<file path="src/rtl/can_ft_pkg.sv">
package can_ft_pkg;

  localparam int CNT_W  = 8;
  localparam int STEP_W = 4;

  typedef logic [CNT_W-1:0] cnt_t;

  typedef enum logic [1:0] {
    ST_ACTIVE  = 2'd0,
    ST_WARN    = 2'd1,
    ST_PASSIVE = 2'd2,
    ST_BUSOFF  = 2'd3
  } node_state_e;

  // Counter plus step, one bit wider so that overflow is visible.
  function automatic logic [CNT_W:0] wide_add(cnt_t a, logic [STEP_W-1:0] step);
    return {1'b0, a} + {{(CNT_W + 1 - STEP_W){1'b0}}, step};
  endfunction

  function automatic cnt_t sat_add(cnt_t a, logic [STEP_W-1:0] step);
    logic [CNT_W:0] w;
    w = wide_add(a, step);
    return w[CNT_W] ? {CNT_W{1'b1}} : w[CNT_W-1:0];
  endfunction

  function automatic cnt_t floor_dec(cnt_t a);
    return (a == '0) ? a : a - 1'b1;
  endfunction

  function automatic logic at_least(cnt_t a, int unsigned lim);
    return 32'(a) >= lim;
  endfunction

  function automatic node_state_e pick_state(logic bo, logic ep, logic wn);
    if (bo)      return ST_BUSOFF;
    else if (ep) return ST_PASSIVE;
    else if (wn) return ST_WARN;
    else         return ST_ACTIVE;
  endfunction

  function automatic logic [7:0] pack_code(logic [1:0] kind, logic rx, logic [4:0] seg);
    return {kind, rx, seg};
  endfunction

  function automatic logic [31:0] pack_status(cnt_t tec, cnt_t rec, logic bo, logic ep, logic wn);
    return {12'b0, bo, ep, wn, 1'b0, tec, rec};
  endfunction

endpackage

</file>
<file path="src/rtl/can_ft_counters.sv">
module can_ft_counters
  import can_ft_pkg::*;
(
  input  logic              clk,
  input  logic              rst_n,
  input  logic              tec_inc,
  input  logic [STEP_W-1:0] tec_inc_amt,
  input  logic              tec_dec,
  input  logic              rec_inc,
  input  logic [STEP_W-1:0] rec_inc_amt,
  input  logic              rec_dec,
  input  logic              recov_done,
  output cnt_t              tec,
  output cnt_t              rec,
  output logic              bus_off,
  output logic              abort_pulse
);

  logic [CNT_W:0] tec_sum;
  logic           tec_ovf;
  logic           bus_off_d;

  assign tec_sum = wide_add(tec, tec_inc_amt);
  assign tec_ovf = tec_inc && tec_sum[CNT_W];

  always_ff @(posedge clk) begin
    if (!rst_n) begin
      tec       <= '0;
      rec       <= '0;
      bus_off   <= 1'b0;
      bus_off_d <= 1'b0;
    end else begin
      bus_off_d <= bus_off;
      if (recov_done) begin
        tec     <= '0;
        rec     <= '0;
        bus_off <= 1'b0;
      end else if (!bus_off) begin
        if (tec_ovf) begin
          tec     <= {CNT_W{1'b1}};
          bus_off <= 1'b1;
        end else if (tec_inc) begin
          tec <= tec_sum[CNT_W-1:0];
        end else if (tec_dec) begin
          tec <= floor_dec(tec);
        end
        if (rec_inc)      rec <= sat_add(rec, rec_inc_amt);
        else if (rec_dec) rec <= floor_dec(rec);
      end
    end
  end

  assign abort_pulse = bus_off & ~bus_off_d;

  a_r6_busoff_tec_max: assert property (@(posedge clk) disable iff (!rst_n)
    bus_off |-> tec == {CNT_W{1'b1}});

  a_r6_busoff_ignores: assert property (@(posedge clk) disable iff (!rst_n)
    (bus_off && !recov_done) |=> $stable(rec));

  a_r5_rec_floor: assert property (@(posedge clk) disable iff (!rst_n)
    (rec_dec && !rec_inc && rec == '0 && !recov_done) |=> rec == '0);

  a_r5_rec_no_wrap: assert property (@(posedge clk) disable iff (!rst_n)
    (rec_inc && !bus_off && rec == {CNT_W{1'b1}}) |=> rec == {CNT_W{1'b1}});

endmodule

</file>
<file path="src/rtl/can_ft_recovery.sv">
module can_ft_recovery #(
  parameter int unsigned IDLE_BITS = 11,
  parameter int unsigned IDLE_RUNS = 128
) (
  input  logic clk,
  input  logic rst_n,
  input  logic bus_off,
  input  logic reset_mode,
  input  logic bit_tick,
  input  logic bit_recessive,
  output logic recov_done
);

  localparam int RUN_W  = $clog2(IDLE_BITS + 1);
  localparam int IDLE_W = $clog2(IDLE_RUNS + 1);
  localparam logic [RUN_W-1:0]  RUN_LAST  = RUN_W'(IDLE_BITS - 1);
  localparam logic [IDLE_W-1:0] IDLE_LAST = IDLE_W'(IDLE_RUNS - 1);

  logic              armed;
  logic [RUN_W-1:0]  run_cnt;
  logic [IDLE_W-1:0] idle_cnt;
  logic              counting;
  logic              run_end;

  assign counting   = bus_off && armed && !reset_mode && bit_tick;
  assign run_end    = counting && bit_recessive && (run_cnt == RUN_LAST);
  assign recov_done = run_end && (idle_cnt == IDLE_LAST);

  always_ff @(posedge clk) begin
    if (!rst_n) begin
      armed    <= 1'b0;
      run_cnt  <= '0;
      idle_cnt <= '0;
    end else if (!bus_off) begin
      armed    <= 1'b0;
      run_cnt  <= '0;
      idle_cnt <= '0;
    end else begin
      if (reset_mode) armed <= 1'b1;
      if (counting) begin
        if (!bit_recessive) begin
          run_cnt <= '0;
        end else if (run_end) begin
          run_cnt  <= '0;
          idle_cnt <= recov_done ? '0 : idle_cnt + 1'b1;
        end else begin
          run_cnt <= run_cnt + 1'b1;
        end
      end
    end
  end

  a_r9_dominant_restart: assert property (@(posedge clk) disable iff (!rst_n)
    (counting && !bit_recessive) |=> run_cnt == '0);

  a_r9_runs_kept: assert property (@(posedge clk) disable iff (!rst_n)
    (counting && !bit_recessive) |=> $stable(idle_cnt));

  a_r7_hold_in_reset: assert property (@(posedge clk) disable iff (!rst_n)
    (bus_off && reset_mode) |=> $stable(idle_cnt));

  a_r7_unarmed_idle: assert property (@(posedge clk) disable iff (!rst_n)
    (bus_off && !armed && !reset_mode) |=> idle_cnt == '0);

endmodule

</file>
<file path="src/rtl/can_ft_errcap.sv">
module can_ft_errcap
  import can_ft_pkg::*;
(
  input  logic       clk,
  input  logic       rst_n,
  input  logic       berr_valid,
  input  logic [1:0] berr_type,
  input  logic       berr_rx,
  input  logic [4:0] berr_seg,
  input  cnt_t       tec,
  input  cnt_t       rec,
  output logic       berr_evt,
  output logic [7:0] berr_code,
  output logic [15:0] berr_counters
);

  always_ff @(posedge clk) begin
    if (!rst_n) begin
      berr_evt      <= 1'b0;
      berr_code     <= '0;
      berr_counters <= '0;
    end else begin
      berr_evt <= berr_valid;
      if (berr_valid) begin
        berr_code     <= pack_code(berr_type, berr_rx, berr_seg);
        berr_counters <= {tec, rec};
      end
    end
  end

  a_r10_record_follows: assert property (@(posedge clk) disable iff (!rst_n)
    berr_valid |=> berr_evt);

  a_r10_type_field: assert property (@(posedge clk) disable iff (!rst_n)
    berr_valid |=> berr_code[7:6] == $past(berr_type));

  a_r10_hold_idle: assert property (@(posedge clk) disable iff (!rst_n)
    !berr_valid |=> $stable(berr_code));

endmodule

</file>
<file path="src/rtl/can_fault_tracker.sv">
module can_fault_tracker
  import can_ft_pkg::*;
#(
  parameter int unsigned WARN_LIM  = 96,
  parameter int unsigned PASS_LIM  = 128,
  parameter int unsigned IDLE_BITS = 11,
  parameter int unsigned IDLE_RUNS = 128
) (
  input  logic        clk,
  input  logic        rst_n,
  input  logic        reset_mode,
  input  logic        bit_tick,
  input  logic        bit_recessive,
  input  logic        tec_inc,
  input  logic [3:0]  tec_inc_amt,
  input  logic        tec_dec,
  input  logic        rec_inc,
  input  logic [3:0]  rec_inc_amt,
  input  logic        rec_dec,
  input  logic        berr_valid,
  input  logic [1:0]  berr_type,
  input  logic        berr_rx,
  input  logic [4:0]  berr_seg,
  output logic [31:0] status_word,
  output logic [1:0]  node_state,
  output logic        state_evt,
  output logic        tx_abort_req,
  output logic        berr_evt,
  output logic [7:0]  berr_code,
  output logic [15:0] berr_counters
);

  cnt_t        tec;
  cnt_t        rec;
  logic        bus_off;
  logic        recov_done;
  logic        warn_flag;
  logic        pass_flag;
  node_state_e cur_state;
  node_state_e prev_state;

  can_ft_counters u_counters (
    .clk         (clk),
    .rst_n       (rst_n),
    .tec_inc     (tec_inc),
    .tec_inc_amt (tec_inc_amt),
    .tec_dec     (tec_dec),
    .rec_inc     (rec_inc),
    .rec_inc_amt (rec_inc_amt),
    .rec_dec     (rec_dec),
    .recov_done  (recov_done),
    .tec         (tec),
    .rec         (rec),
    .bus_off     (bus_off),
    .abort_pulse (tx_abort_req)
  );

  can_ft_recovery #(
    .IDLE_BITS (IDLE_BITS),
    .IDLE_RUNS (IDLE_RUNS)
  ) u_recovery (
    .clk           (clk),
    .rst_n         (rst_n),
    .bus_off       (bus_off),
    .reset_mode    (reset_mode),
    .bit_tick      (bit_tick),
    .bit_recessive (bit_recessive),
    .recov_done    (recov_done)
  );

  can_ft_errcap u_errcap (
    .clk           (clk),
    .rst_n         (rst_n),
    .berr_valid    (berr_valid),
    .berr_type     (berr_type),
    .berr_rx       (berr_rx),
    .berr_seg      (berr_seg),
    .tec           (tec),
    .rec           (rec),
    .berr_evt      (berr_evt),
    .berr_code     (berr_code),
    .berr_counters (berr_counters)
  );

  assign warn_flag   = at_least(tec, WARN_LIM) || at_least(rec, WARN_LIM);
  assign pass_flag   = at_least(tec, PASS_LIM) || at_least(rec, PASS_LIM);
  assign cur_state   = pick_state(bus_off, pass_flag, warn_flag);
  assign status_word = pack_status(tec, rec, bus_off, pass_flag, warn_flag);
  assign node_state  = cur_state;
  assign state_evt   = (cur_state != prev_state);

  always_ff @(posedge clk) begin
    if (!rst_n) prev_state <= ST_ACTIVE;
    else        prev_state <= cur_state;
  end

  a_r6_abort_on_entry: assert property (@(posedge clk) disable iff (!rst_n)
    $rose(status_word[19]) |-> tx_abort_req);

  a_r6_abort_single: assert property (@(posedge clk) disable iff (!rst_n)
    tx_abort_req |=> !tx_abort_req);

  a_r8_return_event: assert property (@(posedge clk) disable iff (!rst_n)
    $fell(status_word[19]) |-> (state_evt && node_state == 2'd0 && status_word[15:0] == 16'd0));

  a_r4_busoff_wins: assert property (@(posedge clk) disable iff (!rst_n)
    status_word[19] |-> node_state == 2'd3);

  a_r4_event_one_cycle: assert property (@(posedge clk) disable iff (!rst_n)
    (state_evt && $stable(node_state)) |=> !state_evt);

endmodule

</file>
<file path="config.mk">
export PLATFORM = sky130hd
export DESIGN_NAME = can_fault_tracker
export DESIGN_NICKNAME = d
export VERILOG_FILES = /design/src/rtl/can_ft_pkg.sv /design/src/rtl/can_ft_counters.sv /design/src/rtl/can_ft_recovery.sv /design/src/rtl/can_ft_errcap.sv /design/src/rtl/can_fault_tracker.sv
export SDC_FILE = /design/constraint.sdc
export NUM_CORES = 1
export LEC_CHECK = 0
export ABC_AREA = 0
export BUFFER_PORTS_ARGS = -buffer_cell sky130_fd_sc_hd__buf_4
export CAP_MARGIN = 10
export CORE_MARGIN = 2
export CORE_UTILIZATION = 48
export DETAILED_ROUTE_END_ITERATION = 10
export PLACE_DENSITY_LB_ADDON = 0.3
export SETUP_SLACK_MARGIN = 0.15
export SYNTH_ARGS = -nofsm -noshare
export SYNTH_HDL_FRONTEND = slang
export SYNTH_SLANG_ARGS = --single-unit
</file>
<file path="constraint.sdc">
create_clock -name clk -period 2.2 [get_ports clk]
set_input_delay 0.44 -clock clk [delete_from_list [all_inputs] [get_ports clk]]
set_output_delay 0.44 -clock clk [all_outputs]
set_load 0.01 [all_outputs]
</file>
==> impl_results.md, run 1 <==
- Die Y-Extent: 86.34 µm
- Ys flop type: dfxtp_1
- Synthesized flop and latch total: 58
- Total gr overflow: 0
- TritonCTS Buffers: 9
- Synth top area share: 35.68%
- Crit path max fanout: 9
- First-pass GRT wire length: 12180 µm
- Critical Path End Type: output port
- Vias in the first global route: 2639
- Total net switching power: 1.160 mW
- Synth Area in XOR/XNOR: 3.768%
- Critical path arrival: 1.52 ns
- Leak pwr: 1.839 nW
- Largest family of logic cells by synthesized area: simple AND/OR/NAND/NOR gates
- Switching share of power: 35.22%
- Cells taking the most area after synthesis: dfxtp_1 (36%), mux2i_1 (8.3%), ha_1 (5.8%), nor2b_1 (5.6%), buf_4 (3.9%)
- DR vias: 2885
- Period utilization: 89.20%
- DR pass1 iterations: 4
- Starting DRT DRC Count: 117
- Synth Instances: 367
- Status: completed
- Layout cells sized above 1: 30.04%
- Die width: 86.34 µm
- Combinational Power Share: 34.1%
- Endpoints failing setup: 0
- DRC Markers: 0
- Total power: 3.293 mW
- Final count of hold timing violations: 0
- Hold buffers post-CTS: 0
- Post-synth ARST share: 0%
- IO Port Bufs: 73
- Unrepaired setup endpoints after global routing: true
- Sequential share of the synthesized area: 35.68%
- CTS root buffer: clkbuf_8
- CTS clock-pin slew for the worst setup and hold paths: 0.08 ns
- Clock Latency Late Sink: 0.34 ns
- Internal: 2.133 mW
- Place WS: -0.06180 ns
- EDFF count, synth: 0
- Number of max-cap violations: 0
- Syn_area_per_cell: 8.867 µm²
- N_diodes: 0
- Post-Synth Adder-Cell Area: 6.997%
- GPL Wtd Cong: 0.9080
- Vias/cell: 5.382
- Power Density: 794.8 mW/mm²
- Post-Synth Simple-Gate Area: 21.57%
- Synth cell types: 58
- Cell family with most CP delay: flip-flops
- Most common cell in the netlist: dfxtp_1
- WL final: 7734 µm
- Max VDD drop: 505.0 µV
- Largest stage delay, worst path: 0.40 ns
- Core area: 0.006681 mm²
- CP bufs+invs: 1
- Fmax: 509.6 MHz
- Worst Setup Slack, final: 0.2377 ns
- Mux contribution to synthesized area: 8.651%
- Post-DP HPWL: 5491 µm
- Tot GR Track Use: 20.61%
- Area growth syn-to-layout: 27.30%
- Clock power share: 26.9%
- Pins Over Slew Limit: 0
- Synth area leader: dfxtp_1
- Yosys Warn Count: 0
- IO Pins: 87
- # rows: 30
- Post-layout min period: 1.962 ns
- WHS: 0.3192 ns
- Final nets: 494
- CP most frequent cell: nand2_1
- Final Skew: 0.008742 ns
- CP Cell Sequence: nand2_1 > nand2_1 > a21oi_2 > xor2_1 > nand2_1 > buf_4
- CTS tree: built
- Seq pwr share: 39.1%
- Cell area after synthesis: 0.003254 mm²
- Crit start category: flip-flop
- H-tree Lvls: 3
- Largest net degree at the start of global routing: 30
- Slowest cell on the critical path: dfxtp_1
- TritonCTS Sinks: 58
- Die footprint: 0.007455 mm²
- Post-route antenna net violation count: 0
- WL/cell: 14.43 µm
- Initial core utilization: 48.71%
- # fillers: 577
- Most common library cells after synthesis: dfxtp_1 (58), nor2b_1 (29), mux2i_1 (27), nor2_1 (25), nand2_1 (23)
- Antenna violations before repair: 0
- Critical path type: reg -> out
- Longest Clk Path Bufs: 2
- Post-synthesis compound-gate area fraction: 14.73%
- Required time at the worst-slack endpoint: 1.76 ns
- Hold crit path type: in -> reg
==> logic make-up (layout without fill, tap and decap cells) <==
kind of cell | after synthesis | in the layout
flops | 58 | 58
other cells | 1 | 13
xor+xnor | 14 | 14
mux | 28 | 28
simple gates | 128 | 128
buf+inv | 52 | 129
fa+ha+maj | 17 | 17
compound gates | 69 | 69
==> timing repair <==
item                       CTS  global route
pin swaps                    1             4
setup buffers                1             7
resized for setup            1            17
setup endpoints to repair    3            17
==> registers in the layout, summed over array words and instances (netlist names) <==
name / cells
u_recovery.run_cnt: 4
u_counters.rec: 8
u_counters.tec: 8
u_errcap.berr_evt: 1
u_counters.bus_off_d: 1
u_recovery.idle_cnt: 8
u_counters.bus_off: 1
u_errcap.berr_counters: 16
u_errcap.berr_code: 8
prev_state: 2
u_recovery.armed: 1
==> layout make-up <==
type | count | area [µm²] | area share (%)
Inverter | 18 | 71.32 | 1.722
Clock buffer | 9 | 123.9 | 2.990
Sequential cell | 58 | 1174 | 28.33
Clock inverter | 7 | 55.05 | 1.329
Tap cell | 80 | 100.1 | 2.416
Timing Repair Buffer | 95 | 713.2 | 17.22
Multi-Input combinational cell | 269 | 1906 | 46.00
==> worst reg2reg max path, delay by kind of cell, from the launching register on <==
kind	cells	cell delay, ns
flip-flops	1	0.35
adder cells (fa/ha/maj)	2	0.64
buffers and inverters	1	0.15
AO/OA/AOI/OAI	3	0.46
AND/OR/NAND/NOR	2	0.25
==> power groups by stage <==
stage	Clock, mW	Sequential, mW	Combinational [mW]
floorplan	0	1.31	0.680
global placement	0	1.30	1.05
detailed placement	0	1.30	1.07
CTS	0.899	1.27	1.09
global route	0.945	1.30	1.23
finish	0.885	1.29	1.12
==> metrics by stage <==
stage	instance area, µm²	setup TNS, ns	std cells	utilization (%)
2_1_floorplan	3303	0	379	-
3_3_place_gp	3847	-0.0007112	512	57.58
3_5_place_dp	3847	-0.08547	512	57.58
4_1_cts	4038	0	529	60.43
5_1_grt	4143	0	536	62.00
6_report	4143	0	536	62.00
==> cells in the final DEF, fill, tap and decap left out, types with 3 or more instances in the layout <==
cell        netlist  routed
a211oi_1          5       5
a21oi_1          19      18
a311oi_1          4       4
and2_1            4       4
and3_1            4       4
buf_4            17      95
clkbuf_8          0       9
clkinv_4          0       3
clkinvlp_4        0       3
conb_1            1      13
dfxtp_1          58      52
dfxtp_2           0       4
ha_1             15      13
inv_1            18      17
mux2i_1          27      27
nand2_1          23      23
nand3_1           6       6
nand4_1           7       7
nor2_1           25      24
nor2b_1          29      29
nor3_1            9       8
nor4b_1           3       3
o211ai_1          4       4
o21ai_0          10       9
o221ai_1          3       3
o22ai_1           3       3
or3_1             3       3
xnor2_1           5       5
xor2_1            9       9
==> metal layers <==
| layer | vias to the layer above | GRT usage [%] | wire length (µm) | share of wire [%] |
|---|---|---|---|---|
| met4 | 0 | 10.65 | 195 | 2.5 |
| met2 | 94 | 33.22 | 3651 | 47 |
| met5 | - | 0 | 0 | 0 |
| met1 | 1344 | 25.88 | 3425 | 44 |
| li1 | 1431 | - | - | - |
| met3 | 16 | 4.476 | 462 | 6.0 |
==> path summary, 6_finish.rpt <==
kind	slack [ns]	from	endpoint	depth (start not counted)
max	0.24	u_counters.tec[5]$_SDFFE_PP0P_	state_evt	6
min	0.32	reset_mode	u_recovery.armed$_SDFFE_PN0P_	3
max reg2reg	0.25	u_counters.tec[0]$_SDFFE_PP0P_	u_counters.tec[3]$_SDFFE_PP0P_	8
min reg2reg	0.48	u_recovery.armed$_SDFFE_PN0P_	u_recovery.armed$_SDFFE_PN0P_	2
Power figures use the tool's default switching activity.
==> run 2, diff against run 1 <==
--- a/config.mk
+++ b/config.mk
@@ -6,6 +6,7 @@
 export NUM_CORES = 1
 export LEC_CHECK = 0
 export ABC_AREA = 0
+export ABC_CLOCK_PERIOD_IN_PS = 2200
 export BUFFER_PORTS_ARGS = -buffer_cell sky130_fd_sc_hd__buf_4
 export CAP_MARGIN = 10
 export CORE_MARGIN = 2
@@ -15,4 +16,5 @@
 export SETUP_SLACK_MARGIN = 0.15
 export SYNTH_ARGS = -nofsm -noshare
 export SYNTH_HDL_FRONTEND = slang
+export SYNTH_HIERARCHICAL = 1
 export SYNTH_SLANG_ARGS = --single-unit
==> constraint.sdc (replaced) <==
create_clock -name clk -period 2.2 [get_ports clk]
set_input_delay 0.22 -clock clk [delete_from_list [all_inputs] [get_ports clk]]
set_output_delay 0.22 -clock clk [all_outputs]
set_load 0.01 [all_outputs]
==> run 2 against run 1 <==
Wire length up 1.0%; maximum frequency fell by 0.95%; cell count is 3.9% higher; worst hold slack got worse by 0.20 ns; die area is 3.5% higher; power up 1.7%; largest cell class unchanged; combinational power up 4%; highest routed layer unchanged; design area increased by 1.3%; register-to-register slack lost 0.03 ns.
==> impl_results.md, run 2 <==
- Status: completed
- Synth Instances: 374
- CTS clock-pin slew for the worst setup and hold paths: 0.06 ns
- Post-layout min period: 1.981 ns
- IO Port Bufs: 73
- Most common cell in the netlist: dfxtp_1
- Post-DP HPWL: 5619 µm
- Cell area after synthesis: 0.003373 mm²
- TritonCTS Buffers: 9
- CP Cell Sequence: buf_6 > or3_4 > o31ai_1 > a22oi_1 > buf_4
- Commonest cells after routing, fill and taps aside: buf_4 (87), dfxtp_1 (57), nor2b_1 (27)
- Largest Register: u_errcap/berr_counters
- Pins Over Slew Limit: 0
- N_diodes: 0
- Final nets: 498
- Slowest cell on the critical path: dfxtp_1
- Largest net degree at the start of global routing: 31
- Die footprint: 0.007714 mm²
- Hold crit path type: in -> reg
- Synth area leader: dfxtp_1
- Tot GR Track Use: 20.52%
- Ys flop type: dfxtp_1
- Critical path arrival: 1.76 ns
- Cells taking the most area after synthesis: dfxtp_1 (34%), mux2i_1 (7.4%), ha_1 (5.2%), nor2b_1 (5.0%), a21oi_1 (3.6%)
- Setup TNS: 0 ns
- Area growth syn-to-layout: 24.41%
- Synthesized flop and latch total: 58
- Layout Cells excl Fill: 557
- Endpoints failing setup: 0
- CP bufs+invs: 2
- Final Skew: 0.003066 ns
- Leak pwr: 1.874 nW
- Storage cell area: 0.001162 mm²
- Total gr overflow: 0
- Area after DPL: 0.003974 mm²
- Die Y-Extent: 87.83 µm
- IO Pins: 87
- Placed Cells: 540
- # fillers: 609
- WL/cell: 14.02 µm
- Synth cell types: 66
- Total power: 3.349 mW
- Sequential share of the synthesized area: 34.42%
- DR vias: 2999
- Core area: 0.006794 mm²
- WL final: 7811 µm
- Longest Clk Path Bufs: 2
- Post-route antenna net violation count: 0
- Syn_area_per_cell: 9.019 µm²
- Yosys Warn Count: 6
- Largest register FFs: 16
- Vias in the first global route: 2755
- GPL Wtd Cong: 0.8970
- Number of max-cap violations: 0
- Clock Latency Late Sink: 0.32 ns
- Antenna violations before repair: 0
- Unrepaired setup endpoints after global routing: true
- Critical Path End Type: output port
- Cell family with most CP delay: flip-flops
- H-tree Lvls: 3
- DRC Markers: 0
- Most common library cells after synthesis: dfxtp_1 (58), nor2b_1 (27), mux2i_1 (25), nor2_1 (25), a21oi_1 (24)
- Layout cells sized above 1: 27.33%
- Final count of hold timing violations: 0
- Post-synth ARST share: 0%
- CTS tree: built
- Required time at the worst-slack endpoint: 1.98 ns
- Crit start category: flip-flop
- CTS root buffer: clkbuf_8
- First-pass GRT wire length: 12590 µm
- TritonCTS Sinks: 58
- Initial core utilization: 49.65%
- Crit path max fanout: 15
- Die width: 87.83 µm
- Area occupied by multi-input gates: 0.002007 mm²
- EDFF count, synth: 0
- Starting DRT DRC Count: 191
- DR pass1 iterations: 5
- Synth top area share: 34.42%
- # rows: 30
- Fin area: 0.004197 mm²
- Max VDD drop: 355.9 µV
- Critical path type: reg -> out
- Fmax: 504.8 MHz
- Period utilization: 90.05%
- Most common cell after layout, fill and taps aside: buf_4
- Largest stage delay, worst path: 0.39 ns
- Power Density: 798.1 mW/mm²
- WHS: 0.1171 ns
- Vias/cell: 5.384
## run 2: cell count changes in the layout (fill, tap and decap cells not counted), sizes merged, moves of 4 or more
cell    before  now
nand2       23   19
nand3        6   11
buf         95   88
a21oi       19   24
nand4        7    2
nand4b       0    4
o211ai       4    0
clkbuf       9   14
or3          3    9
## run 2: through the flow
stage / utilization, % / setup slack (ns)
2_1_floorplan: - / 0.1337
3_3_place_gp: 58.49 / 0.1808
3_5_place_dp: 58.49 / 0.1033
4_1_cts: 61.20 / 0.1593
5_1_grt: 61.77 / 0.1042
6_report: 61.77 / 0.2189
## run 2: timing repair
| item | 4_1_cts | 5_1_grt |
|---|---|---|
| endpoints found under the setup margin | 1 | 11 |
| pin swaps | 0 | 2 |
| gates resized for setup | 1 | 8 |
| buffers inserted | 0 | 1 |
| hold buffers | 0 | 0 |
## run 2: kinds of logic (layout without fill, tap and decap cells)
logic type	after synthesis	after routing	share of synthesized area, %
flops	58	58	34.42
mux	25	25	7.418
simple gates	138	138	24.11
compound gates	77	77	15.43
buf+inv	45	120	8.494
xor+xnor	14	14	3.635
fa+ha+maj	16	16	6.380
other cells	1	13	0.1112
## run 2: worst paths after layout
kind / cells past startpoint / to / from / slack, ns
hold reg to reg: 2 / u_recovery/run_cnt[1]$_SDFFE_PN0P_ / u_recovery/run_cnt[1]$_SDFFE_PN0P_ / 0.49
setup reg to reg: 6 / u_counters/tec[6]$_SDFFE_PP0P_ / u_counters/tec[1]$_SDFFE_PP0P_ / 0.22
setup / recovery: 5 / state_evt / u_counters/bus_off$_SDFF_PP0_ / 0.22
hold / removal: 3 / u_recovery/armed$_SDFFE_PN0P_ / reset_mode / 0.12
## run 2: report_power, final
group          internal, mW  switching, mW  total, mW
Sequential             1.15          0.135       1.28
Clock                 0.498          0.396      0.894
Combinational         0.585          0.587       1.17
Total                  2.23           1.12       3.35
## run 2: routing by layer
metal	up-vias	global-route usage, %	share of wire [%]
li1	1481	-	-
met1	1393	25.81	44
met2	117	34.09	48
met3	8	5.184	7.0
met4	0	7.413	1.2
met5	-	0	0
## run 2: tightest hold or removal path, delay by kind of cell
kind	cells	cell delay [ns]
buffers and inverters	1	0.09
and+or+nand+nor	2	0.10
## run 2: layout make-up
type / count / share of cell area [%]
Sequential cell: 58 / 27.70
Clock inverter: 2 / 0.2385
Multi-Input combinational cell: 283 / 47.82
Inverter: 16 / 1.431
Timing Repair Buffer: 88 / 15.83
Clock buffer: 14 / 4.115
Tap cell: 96 / 2.862
==> run 3, diff against run 2 <==
--- a/config.mk
+++ b/config.mk
@@ -9,6 +9,7 @@
 export ABC_CLOCK_PERIOD_IN_PS = 2200
 export BUFFER_PORTS_ARGS = -buffer_cell sky130_fd_sc_hd__buf_4
 export CAP_MARGIN = 10
+export CORE_ASPECT_RATIO = 0.8
 export CORE_MARGIN = 2
 export CORE_UTILIZATION = 48
 export DETAILED_ROUTE_END_ITERATION = 10
==> run 3 against run 2 <==
Die area is essentially flat; maximum frequency shrank 0.31%; critical path depth is the same; via count shrank 0.40%; clock-buffer cell count shrank 4; worst hold slack lost 0.012 ns; flip-flop and latch count is the same; sequential share of layout area is essentially flat; sequential power is essentially flat; critical endpoint unchanged; wire length grew 4.1%; cell count shrank 2.3%.
==> impl_results.md, run 3 (synthesis gave the netlist of run 2 again) <==
- Commonest cells after routing, fill and taps aside: buf_4 (84), dfxtp_1 (53), nor2b_1 (27)
- Storage cell area: 0.001167 mm²
- Antenna violations before repair: 0
- Fmax: 503.2 MHz
- Endpoints failing setup: 0
- Die Y-Extent: 78.98 µm
- Reg-to-reg critical path startpoint: u_counters/rec[0]$_SDFFE_PP0P_
- Fin area: 0.004218 mm²
- Layout Cells excl Fill: 544
- WL/cell: 14.95 µm
- Placed Cells: 527
- Clock power share: 28.4%
- Leak pwr: 1.861 nW
- Largest Register: u_errcap/berr_counters
- Longest Clk Path Bufs: 2
- Die width: 97.73 µm
- Core area: 0.006858 mm²
- CTS clock-pin slew for the worst setup and hold paths: 0.06 ns
- TritonCTS Buffers: 9
- Crit start category: flip-flop
- Post-route antenna net violation count: 0
- Unrepaired setup endpoints after global routing: false
- DR vias: 2987
- Clock Latency Late Sink: 0.35 ns
- CTS tree: built
- H-tree Lvls: 3
- Largest net degree at the start of global routing: 31
- Place WS: 0.1034 ns
- Total net switching power: 1.187 mW
- Vias in the first global route: 2711
- Crit path max fanout: 17
- DR pass1 iterations: 4
- Critical path type: reg -> out
- Initial core utilization: 49.19%
- Area after DPL: 0.003933 mm²
- Setup TNS: 0 ns
- Critical path arrival: 1.77 ns
- Die footprint: 0.007718 mm²
- Internal: 2.276 mW
- First-pass GRT wire length: 13100 µm
- WL final: 8132 µm
- Final nets: 495
- Final Skew: 0.009799 ns
- Crit. Startpoint: u_counters/bus_off$_SDFF_PP0_
- Required time at the worst-slack endpoint: 1.98 ns
- Post-DP HPWL: 5688 µm
- # fillers: 623
- Post-layout min period: 1.987 ns
- Largest register FFs: 16
- Hold crit path type: in -> reg
- IO Pins: 87
- Vias/cell: 5.491
- Most common cell after layout, fill and taps aside: buf_4
- Max VDD drop: 475.8 µV
- Hold_sp: reset_mode
- Critical Path End Type: output port
- Number of max-cap violations: 0
- Layout cells sized above 1: 29.76%
- Final count of hold timing violations: 0
- IO Port Bufs: 73
- Area occupied by multi-input gates: 0.002047 mm²
- TritonCTS Sinks: 58
- Tot GR Track Use: 21.09%
- Period utilization: 90.33%
- Switching share of power: 34.29%
- CTS root buffer: clkbuf_8
- Combinational Power Share: 33.8%
- Seq pwr share: 37.8%
- Worst Setup Slack, final: 0.2128 ns
- Status: completed
- DRC Markers: 0
- Pins Over Slew Limit: 0
- N_diodes: 0
- WHS: 0.1055 ns
- # rows: 27
- Total gr overflow: 0
- Power Density: 821.0 mW/mm²
- GPL Wtd Cong: 0.8910
- Starting DRT DRC Count: 167
- Area growth syn-to-layout: 25.04%
-- run 3: cell count changes in the layout (fill, tap and decap cells not counted), moves of 2 or more --
cell        before  now
buf_4           87   84
clkbuf_1         2    0
clkbuf_8        12   10
clkinvlp_4       0    2
dfxtp_1         57   53
dfxtp_2          1    5
ha_1            14   12
ha_2             0    2
-- run 3: layer usage --
layer / vias to the layer above / track usage, % / share of wire (%)
met5: - / 0 / 0
met4: 0 / 7.083 / 1.1
met3: 12 / 7.394 / 6.9
met2: 108 / 32.21 / 45
met1: 1397 / 27.95 / 47
li1: 1470 / - / -
-- run 3: worst paths after layout --
check	end	slack (ns)	cells past startpoint
max	state_evt	0.21	5
min	u_recovery/armed$_SDFFE_PN0P_	0.11	3
max reg2reg	u_counters/rec[5]$_SDFFE_PP0P_	0.22	7
min reg2reg	u_recovery/run_cnt[1]$_SDFFE_PN0P_	0.52	2
-- run 3: per-stage QoR --
step	total power [mW]	utilization [%]
2_1_floorplan	2.051	-
3_3_place_gp	2.400	57.34
3_5_place_dp	2.412	57.34
4_1_cts	3.403	60.23
5_1_grt	3.663	61.50
6_report	3.463	61.50
-- run 3: layout make-up --
class	instances	share of cell area, %
tap	87	2.581
timing repair buffer	85	15.22
clock buffer	10	3.263
sequential	58	27.68
clock inverter	5	1.305
multi-input combinational	283	48.53
inverter	16	1.424
-- run 3: worst max-delay path, stage by stage (launching register included) --
cell	delay (ns)
dfxtp_1	0.37
buf_6	0.18
or3_4	0.35
o31ai_2	0.27
a22oi_2	0.10
buf_4	0.16
-- run 3: power by group through the flow --
stage | clock network (mW) | registers (mW) | logic [mW]
floorplan | 0 | 1.33 | 0.718
global placement | 0 | 1.32 | 1.08
detailed placement | 0 | 1.32 | 1.09
CTS | 1.00 | 1.30 | 1.10
global route | 1.06 | 1.33 | 1.28
finish | 0.984 | 1.31 | 1.17
-- run 3: timing repair --
item,CTS,global route
resized for setup,2,20
setup buffers,0,2
hold buffers,0,0
pin swaps,0,4
setup endpoints to repair,2,12
